## config.mk

```make
export PLATFORM = sky130hd
export DESIGN_NAME = pin_irq_router
export DESIGN_NICKNAME = d
export VERILOG_FILES = /design/src/rtl/pin_irq_pkg.sv /design/src/rtl/pin_irq_sync.sv /design/src/rtl/pin_irq_filter.sv /design/src/rtl/pin_irq_route.sv /design/src/rtl/pin_irq_router.sv
export SDC_FILE = /design/constraint.sdc
export NUM_CORES = 1
export LEC_CHECK = 0
export BUFFER_PORTS_ARGS = -buffer_cell sky130_fd_sc_hd__buf_2
export CAP_MARGIN = 20
export CORE_MARGIN = 2
export CORE_UTILIZATION = 35
export CTS_CLUSTER_SIZE = 14
export DETAILED_ROUTE_END_ITERATION = 7
export PLACE_DENSITY = 0.49
export SLEW_MARGIN = 20
export SYNTH_ARGS = -nofsm -noshare
export SYNTH_HDL_FRONTEND = slang
export SYNTH_HIERARCHICAL = 1
export SYNTH_SLANG_ARGS = --single-unit
```

## constraint.sdc

```tcl
create_clock -name clk -period 1.65 [get_ports clk]
set_clock_uncertainty 0.15 [all_clocks]
set_input_delay 0.0825 -clock clk [delete_from_list [all_inputs] [get_ports clk]]
set_output_delay 0.0825 -clock clk [all_outputs]
set_load 0.02 [all_outputs]
```

## src/rtl/pin_irq_pkg.sv

```systemverilog
package pin_irq_pkg;
  localparam int IRQ_LINES = 16;
  localparam int CH_W      = $clog2(IRQ_LINES);
  localparam int CFG_W     = CH_W + 1;

  typedef struct packed {
    logic            inv;
    logic [CH_W-1:0] chan;
  } pin_cfg_t;
endpackage

```

## src/rtl/pin_irq_sync.sv

```systemverilog
module pin_irq_sync #(
  parameter int WIDTH  = 2,
  parameter int STAGES = 2
) (
  input  logic             clk,
  input  logic             rst,
  input  logic [WIDTH-1:0] d,
  output logic [WIDTH-1:0] q
);
  logic [STAGES-1:0][WIDTH-1:0] stage_q;

  always_ff @(posedge clk) begin
    if (rst) begin
      stage_q <= '0;
    end else begin
      stage_q[0] <= d;
      for (int s = 1; s < STAGES; s++) begin
        stage_q[s] <= stage_q[s-1];
      end
    end
  end

  assign q = stage_q[STAGES-1];
endmodule

```

## src/rtl/pin_irq_filter.sv

```systemverilog
module pin_irq_filter #(
  parameter int CYC_PER_MS = 50000
) (
  input  logic clk,
  input  logic rst,
  input  logic raw,
  output logic clean
);
  localparam int CNT_W = $clog2(CYC_PER_MS + 1);
  localparam logic [CNT_W-1:0] LIMIT = CNT_W'(CYC_PER_MS);

  logic [CNT_W-1:0] run_q;
  logic             state_q;

  // The state flips on the (CYC_PER_MS+1)-th consecutive edge that sees a differing level.
  always_ff @(posedge clk) begin
    if (rst) begin
      run_q   <= '0;
      state_q <= 1'b0;
    end else if (raw == state_q) begin
      run_q <= '0;
    end else if (run_q == LIMIT) begin
      run_q   <= '0;
      state_q <= raw;
    end else begin
      run_q <= run_q + 1'b1;
    end
  end

  assign clean = state_q;
endmodule

```

## src/rtl/pin_irq_route.sv

```systemverilog
module pin_irq_route
  import pin_irq_pkg::*;
#(
  parameter int NUM_PINS = 2
) (
  input  logic                          clk,
  input  logic                          rst,
  input  logic     [NUM_PINS-1:0]       live,
  input  pin_cfg_t [NUM_PINS-1:0]       cfg,
  output logic     [IRQ_LINES-1:0]      irq
);
  logic [IRQ_LINES-1:0] irq_nxt;

  always_comb begin
    irq_nxt = '0;
    for (int p = 0; p < NUM_PINS; p++) begin
      if (live[p] && (cfg[p].chan != '0)) begin
        irq_nxt[cfg[p].chan] = 1'b1;
      end
    end
  end

  always_ff @(posedge clk) begin
    if (rst) irq <= '0;
    else     irq <= irq_nxt;
  end
endmodule

```

## src/rtl/pin_irq_router.sv

```systemverilog
module pin_irq_router
  import pin_irq_pkg::*;
#(
  parameter int NUM_PINS   = 2,
  parameter int CYC_PER_MS = 50000,
  parameter int SEL_W      = (NUM_PINS > 1) ? $clog2(NUM_PINS) : 1
) (
  input  logic                 clk,
  input  logic                 rst,
  input  logic [NUM_PINS-1:0]  pin_in,
  input  logic                 cfg_we,
  input  logic [SEL_W-1:0]     cfg_sel,
  input  logic [CFG_W-1:0]     cfg_wdata,
  output logic [CFG_W-1:0]     cfg_rdata,
  output logic [IRQ_LINES-1:0] irq_out
);
  pin_cfg_t [NUM_PINS-1:0] cfg_q;
  logic     [NUM_PINS-1:0] pin_s;
  logic     [NUM_PINS-1:0] asrt;
  logic     [NUM_PINS-1:0] filt;
  logic                    sel_ok;

  assign sel_ok = int'(cfg_sel) < NUM_PINS;

  always_ff @(posedge clk) begin
    if (rst) begin
      cfg_q     <= '0;
      cfg_rdata <= '0;
    end else begin
      if (cfg_we && sel_ok) cfg_q[cfg_sel] <= pin_cfg_t'(cfg_wdata);
      cfg_rdata <= sel_ok ? CFG_W'(cfg_q[cfg_sel]) : '0;
    end
  end

  pin_irq_sync #(.WIDTH(NUM_PINS), .STAGES(2)) sync_i (
    .clk(clk), .rst(rst), .d(pin_in), .q(pin_s)
  );

  generate
    for (genvar p = 0; p < NUM_PINS; p++) begin : g_pin
      assign asrt[p] = pin_s[p] ^ cfg_q[p].inv;
      pin_irq_filter #(.CYC_PER_MS(CYC_PER_MS)) filt_i (
        .clk(clk), .rst(rst), .raw(asrt[p]), .clean(filt[p])
      );
    end
  endgenerate

  pin_irq_route #(.NUM_PINS(NUM_PINS)) route_i (
    .clk(clk), .rst(rst), .live(filt), .cfg(cfg_q), .irq(irq_out)
  );
endmodule

```

# Word level (Yosys, flattened, before mapping)
# Cells that the tools add are included.
[totals]
regBits = 69
output_inout_bits = 21
[classes]
magnitude_cmp = 6
bitwise_logic = 5
eq_ne = 4
n_reduce_logical = 11
mux = 11
addsub = 2
[op_table]
columns = ["operator", "n"]
rows = [
  ["$add A16 B1 Y16 const B", 2],
  ["$eq A16 B16 Y1 const B", 2],
  ["$mux W16", 2],
  ["$or A16 B16 Y16", 1],
  ["$mux W5", 3],
  ["$bwmux W10", 1],
  ["$lt A4 B5 Y1 const B", 2],
  ["$demux W1 S4", 2],
  ["$ge A4 B1 Y1 const B", 2],
  ["$reduce_bool A4 Y1", 2],
  ["$reduce_or A3 Y1", 2],
  ["$demux W5 S1", 1],
  ["$logic_and A1 B1 Y1", 5],
  ["$reduce_and A2 Y1", 2],
  ["$eq A1 B1 Y1", 2],
  ["$lt A1 B2 Y1 const B", 1],
  ["$mux W1", 2],
  ["$not A1 Y1", 2],
  ["$xor A1 B1 Y1", 2],
  ["$ge A1 B1 Y1 const B", 1],
]

# Longest topological paths before layout
[logic_depth]
depth_word = 7
ltp_mapped = 7
depth_no_buf = 6

# Hierarchy
# Netlist, hierarchy kept.
[modules_own_cells]
columns = ["module", "cells_per_inst", "area_each_um2", "n_inst"]
rows = [
  ["pin_irq_filter", 87, 790.8, 2],
  ["pin_irq_router", 59, 639.4, 1],
  ["pin_irq_route", 48, 548.0, 1],
  ["pin_irq_sync", 10, 120.1, 1],
]

# Worst setup path after synthesis
# No wires, ideal clock.
[synth_timing]
path_type = "register -> register"
startpoint = "register g_pin[0].filt_i.run_q[0]"
endpoint = "register g_pin[0].filt_i.run_q[12]"
synth_period_minus_slack_ns = 1.531
required_time_ns = 1.385
path_slack_ns = 0.119
setup_time_ns = 0.115
stages_incl_launch_ff = 6
path_buffers = 0
arrival_ns = 1.265
path_cell_list = "dfxtp_1 ha_1 nand4_2 nor4_1 xnor2_1 nor2_2"
[synth_between]
elab_chain_len = 2
elab_cells_between_ends = 3
classes_between = "add/sub (1); eq/ne (1); reduce/logical (1)"
[synth_rtl]
columns = ["item", "line_no", "source"]
rows = [
  ["start, declared", "pin_irq_filter.sv:12", "logic [CNT_W-1:0] run_q;"],
  ["start signal, assigned", "pin_irq_filter.sv:26", "run_q <= run_q + 1'b1;"],
  ["branches (longest 2 deep; another with $add A16 B1 Y16)", "-", ""],
]
# Several ways; the timed one is not identified.
# A chain may end at the register's enable or synchronous reset.

# Worst setup path in the final report
[layout_timing]
startpoint = "register g_pin[0].filt_i.run_q[0]"
endpoint = "register g_pin[0].filt_i.state_q"
[layout_between]
elab_chain_len = 2
[layout_rtl]
columns = ["item", "line_no", "source"]
rows = [
  ["$eq A16 B16 Y1", "pin_irq_filter.sv:22", "end else if (run_q == LIMIT) begin"],
  ["$reduce_and A2 Y1 (no source line)", "-", ""],
  ["end signal, assigned", "pin_irq_filter.sv:24", "state_q <= raw;"],
  ["end, declared", "pin_irq_filter.sv:13", "logic state_q;"],
]
# Every way passes these cells.

==> metrics.md <==
| Metric | Value |
|---|---|
| Crit path capture type | `register` |
| Crit start category | `register` |
| Largest net degree at the start of global routing | `29` |
| Antenna violations before repair | `0` |
| Core ar. | `between 0.008 and 0.009 mm^2` |
| Worst hold path class | `primary input to register` |
| #FFs+latches synth | `69` |
| M2 GR Usage | `0.207` |
| Ys async rst share | `0` |
| CP required | `around 1.7 ns` |
| IO buf count | `31` |
| DRC violations left | `0` |
| Routed wire length | `around 6200 um` |
| Final period util | `0.955` |
| Die width | `roughly 95 um` |
| Yosys warns | `6` |
| Synthesized area | `0.00289 mm^2` |
| Final core occ | `0.451` |
| Initial detailed-routing violation count | `59` |
| IO Pins | `32` |
| Crit path cell chain | `inv_2 -> ha_2 -> and4bb_2 -> nand4b_1 -> buf_4 -> mux2i_1 -> nor2_1` |
| Synthesized instance count | `just under 300` |
| Die height | `~95 um` |
| GPL Wtd Cong | `slightly below 0.8` |
| CTS tree | `built` |
| Distinct cell type count after synthesis | `34` |
| Fin nets | `approximately 370` |
| Outcome | `completed` |
| Cell Area, Placed | `approximately 0.0033 mm^2` |
| Fin. Hold Viols | `0` |
| Static leakage | `1.41 nW` |
| Layout cells sized above 1 | `0.281` |
| Crit path time final | `between 1.5 and 2 ns` |
| R2R cell count | `7` |
| Setup violators final | `0` |
| Hold path depth | `3` |
| Via count | `2207` |
| Maximum clock frequency | `635 MHz` |
| Deepest clock path buffer count | `2` |
| Power per Cell Area | `between 800 and 900 mW/mm^2` |
| Initial Utilization | `0.357` |
| CP max stage cell | `dfxtp_4` |
| Crit. Startpoint | `g_pin[0].filt_i/run_q[0]` |
| DIE AREA | `0.00900 mm^2` |
| Final worst slack | `0.0749 ns` |
| Critical Path AT | `1.67 ns` |
| Row cnt | `33` |
| H-tree levels | `3` |
| Max Cap Viol | `0` |
| Avg WL per Cell | `13.3 um` |
| Ant. Diodes | `0` |
| Cells after DPL | `439` |
| Fin Hold WS | `~0.029 ns` |
| Post-synthesis sequential area ratio | `0.478` |
| Reg clk slew, reported paths | `about 0.07 ns` |
| Vias per inst | `4.76` |
| Pre-CTS setup slack | `0.0274 ns` |
| CP Max Fanout | `6` |
| Clk root buf | `clkbuf_8` |
| Clock Latency Late Sink | `0.34 ns` |
| Worst r2r src | `g_pin[0].filt_i/run_q[0]` |
| Design area | `approximately 0.0036 mm^2` |
| CP peak stage delay | `0.37 ns` |
| Drt first pass iters | `4` |
| Most frequent cells in the layout | `dfxtp_1, nor2_1, buf_2` |
| CP Class | `register to register` |
| Global routing usage on met1 | `0.201` |
| Reg2Reg Capture Point | `g_pin[0].filt_i/clean` |
| Total Routing Usage GR | `0.147` |
| Worst reg-to-reg setup slack | `between 0.07 and 0.08 ns` |
| Fin. max-slew vios | `0` |
| Layout fillers | `~820` |
| Avg Synthesized Cell Area | `between 9 and 10 um^2` |
| Gr busiest metal | `met2` |
| Overflow left after global routing | `0` |
| Vias in the first global route | `2076` |
| Most used DFF post-synth | `dfxtp_1` |
| Worst VDD drop | `approximately 0.35 mV` |
| Worst setup endpoint | `g_pin[0].filt_i/clean` |
| Final std cells w/o fill | `around 460` |
| First-pass GRT wire length | `9990 um` |
| Register Area | `~0.0014 mm^2` |
| Post-DRT Antenna Nets | `0` |
| Commonest non-fill, non-tap cell in the layout | `dfxtp_1` |
| Post-synth net total | `306` |
| Multi-input gate area | `~0.0015 mm^2` |
| Post-DP HPWL | `approximately 4300 um` |
| Routing usage on met3 | `0.0471` |
| Number of flops mapped to enable cells by yosys | `0` |
| CTS Sinks | `69` |
| CTS buffer count | `9` |
| Synth-to-Final Area Change | `26.2%` |
report_power, final:
group	switching [mW]	internal, mW	total, mW	leakage, nW
combinational	0.0822	0.0914	0.174	0.758
clock	0.596	0.606	1.20	0.0881
sequential	0.0254	1.69	1.72	0.562
cell usage after synthesis (2+ instances only):
library cell / instances / area share
or3_1: 2 / 0.0043
nand3b_1: 6 / 0.016
nand2b_1: 15 / 0.032
nor4b_1: 4 / 0.012
nor3_1: 6 / 0.010
dfxtp_1: 69 / 0.48
and3_1: 2 / 0.0043
buf_4: 4 / 0.010
nor4_1: 8 / 0.017
nand2_1: 7 / 0.0091
nor2_2: 4 / 0.0087
nor2_1: 39 / 0.051
nand2_2: 2 / 0.0043
ha_1: 4 / 0.017
and4bb_2: 2 / 0.0087
nand4b_1: 2 / 0.0061
o22ai_1: 15 / 0.032
and4_2: 2 / 0.0069
inv_1: 10 / 0.013
clkbuf_1: 2 / 0.0026
nor2b_1: 4 / 0.0087
nand4_2: 4 / 0.017
or3b_4: 4 / 0.016
or3b_1: 2 / 0.0061
xor2_1: 8 / 0.024
mux2i_1: 17 / 0.059
xnor2_1: 24 / 0.073
nand4_1: 6 / 0.013
nand3_1: 12 / 0.021
flip-flops by register name, summed over array words and instances (netlist names):
signal,count
g_pin.filt_i/run_q,32
route_i/irq,16
cfg_q,10
cfg_rdata,5
g_pin.filt_i/clean,2
sync_i/q,2
sync_i/stage_q,2
kinds of logic (layout without fill, tap and decap cells):
| family | after synthesis | after routing | share of synthesized area |
|---|---|---|---|
| and+or+nand+nor | 136 | 136 | 0.285 |
| DFF | 69 | 69 | 0.478 |
| xor gates and xnor gates | 32 | 32 | 0.0970 |
| muxes | 17 | 17 | 0.0589 |
| buffers and inverters | 17 | 85 | 0.0299 |
| AOI/OAI and AO/OA | 15 | 15 | 0.0325 |
| adders and majority gates | 4 | 4 | 0.0173 |
| other | 1 | 1 | 0.00130 |
critical path, delay by kind of cell, from the launching register on:
| kind | cells | cell delay, ns |
|---|---|---|
| simple gates | 3 | 0.45 |
| fa+ha+maj | 1 | 0.15 |
| mux | 1 | 0.13 |
| buf+inv | 2 | 0.24 |
| flops | 1 | 0.37 |
through the flow:
step	power, mW	setup TNS, ns
floorplan	1.85	0
global placement	1.91	0
detailed placement	1.91	0
CTS	3.14	0
global route	3.23	-0.0353
finish	3.09	0
worst min path at each step:
stage              start                 to
2_1_floorplan        rst        sync_i/q[0]
3_3_place_gp   pin_in[0]  sync_i/stage_q[0]
3_5_place_dp   pin_in[0]  sync_i/stage_q[0]
4_1_cts          cfg_sel       cfg_rdata[0]
5_1_grt          cfg_sel       cfg_rdata[3]
6_report         cfg_sel       cfg_rdata[0]
routing by layer:
layer  vias to the layer above  part of all wire
met5                         -                 0
met4                         0             0.022
met3                        12             0.050
met2                        52              0.43
met1                      1003              0.50
li1                       1140                 -
cell type report:
| cell class | count | share of cell area |
|---|---|---|
| well taps | 105 | 0.0360 |
| flip-flops and latches | 69 | 0.382 |
| clock buffers | 12 | 0.0426 |
| clock inverters | 2 | 0.00275 |
| multi-input cells | 205 | 0.410 |
| inverters | 10 | 0.0103 |
| repair buffers | 61 | 0.117 |
repair_timing:
action | CTS | global route
buffers inserted | 0 | 1
hold buffers | 10 | 0
hold endpoints to repair | 13 | 0
endpoints found under the setup margin | 0 | 21
gates resized for setup | 0 | 23
Power figures use the tool's default switching activity.
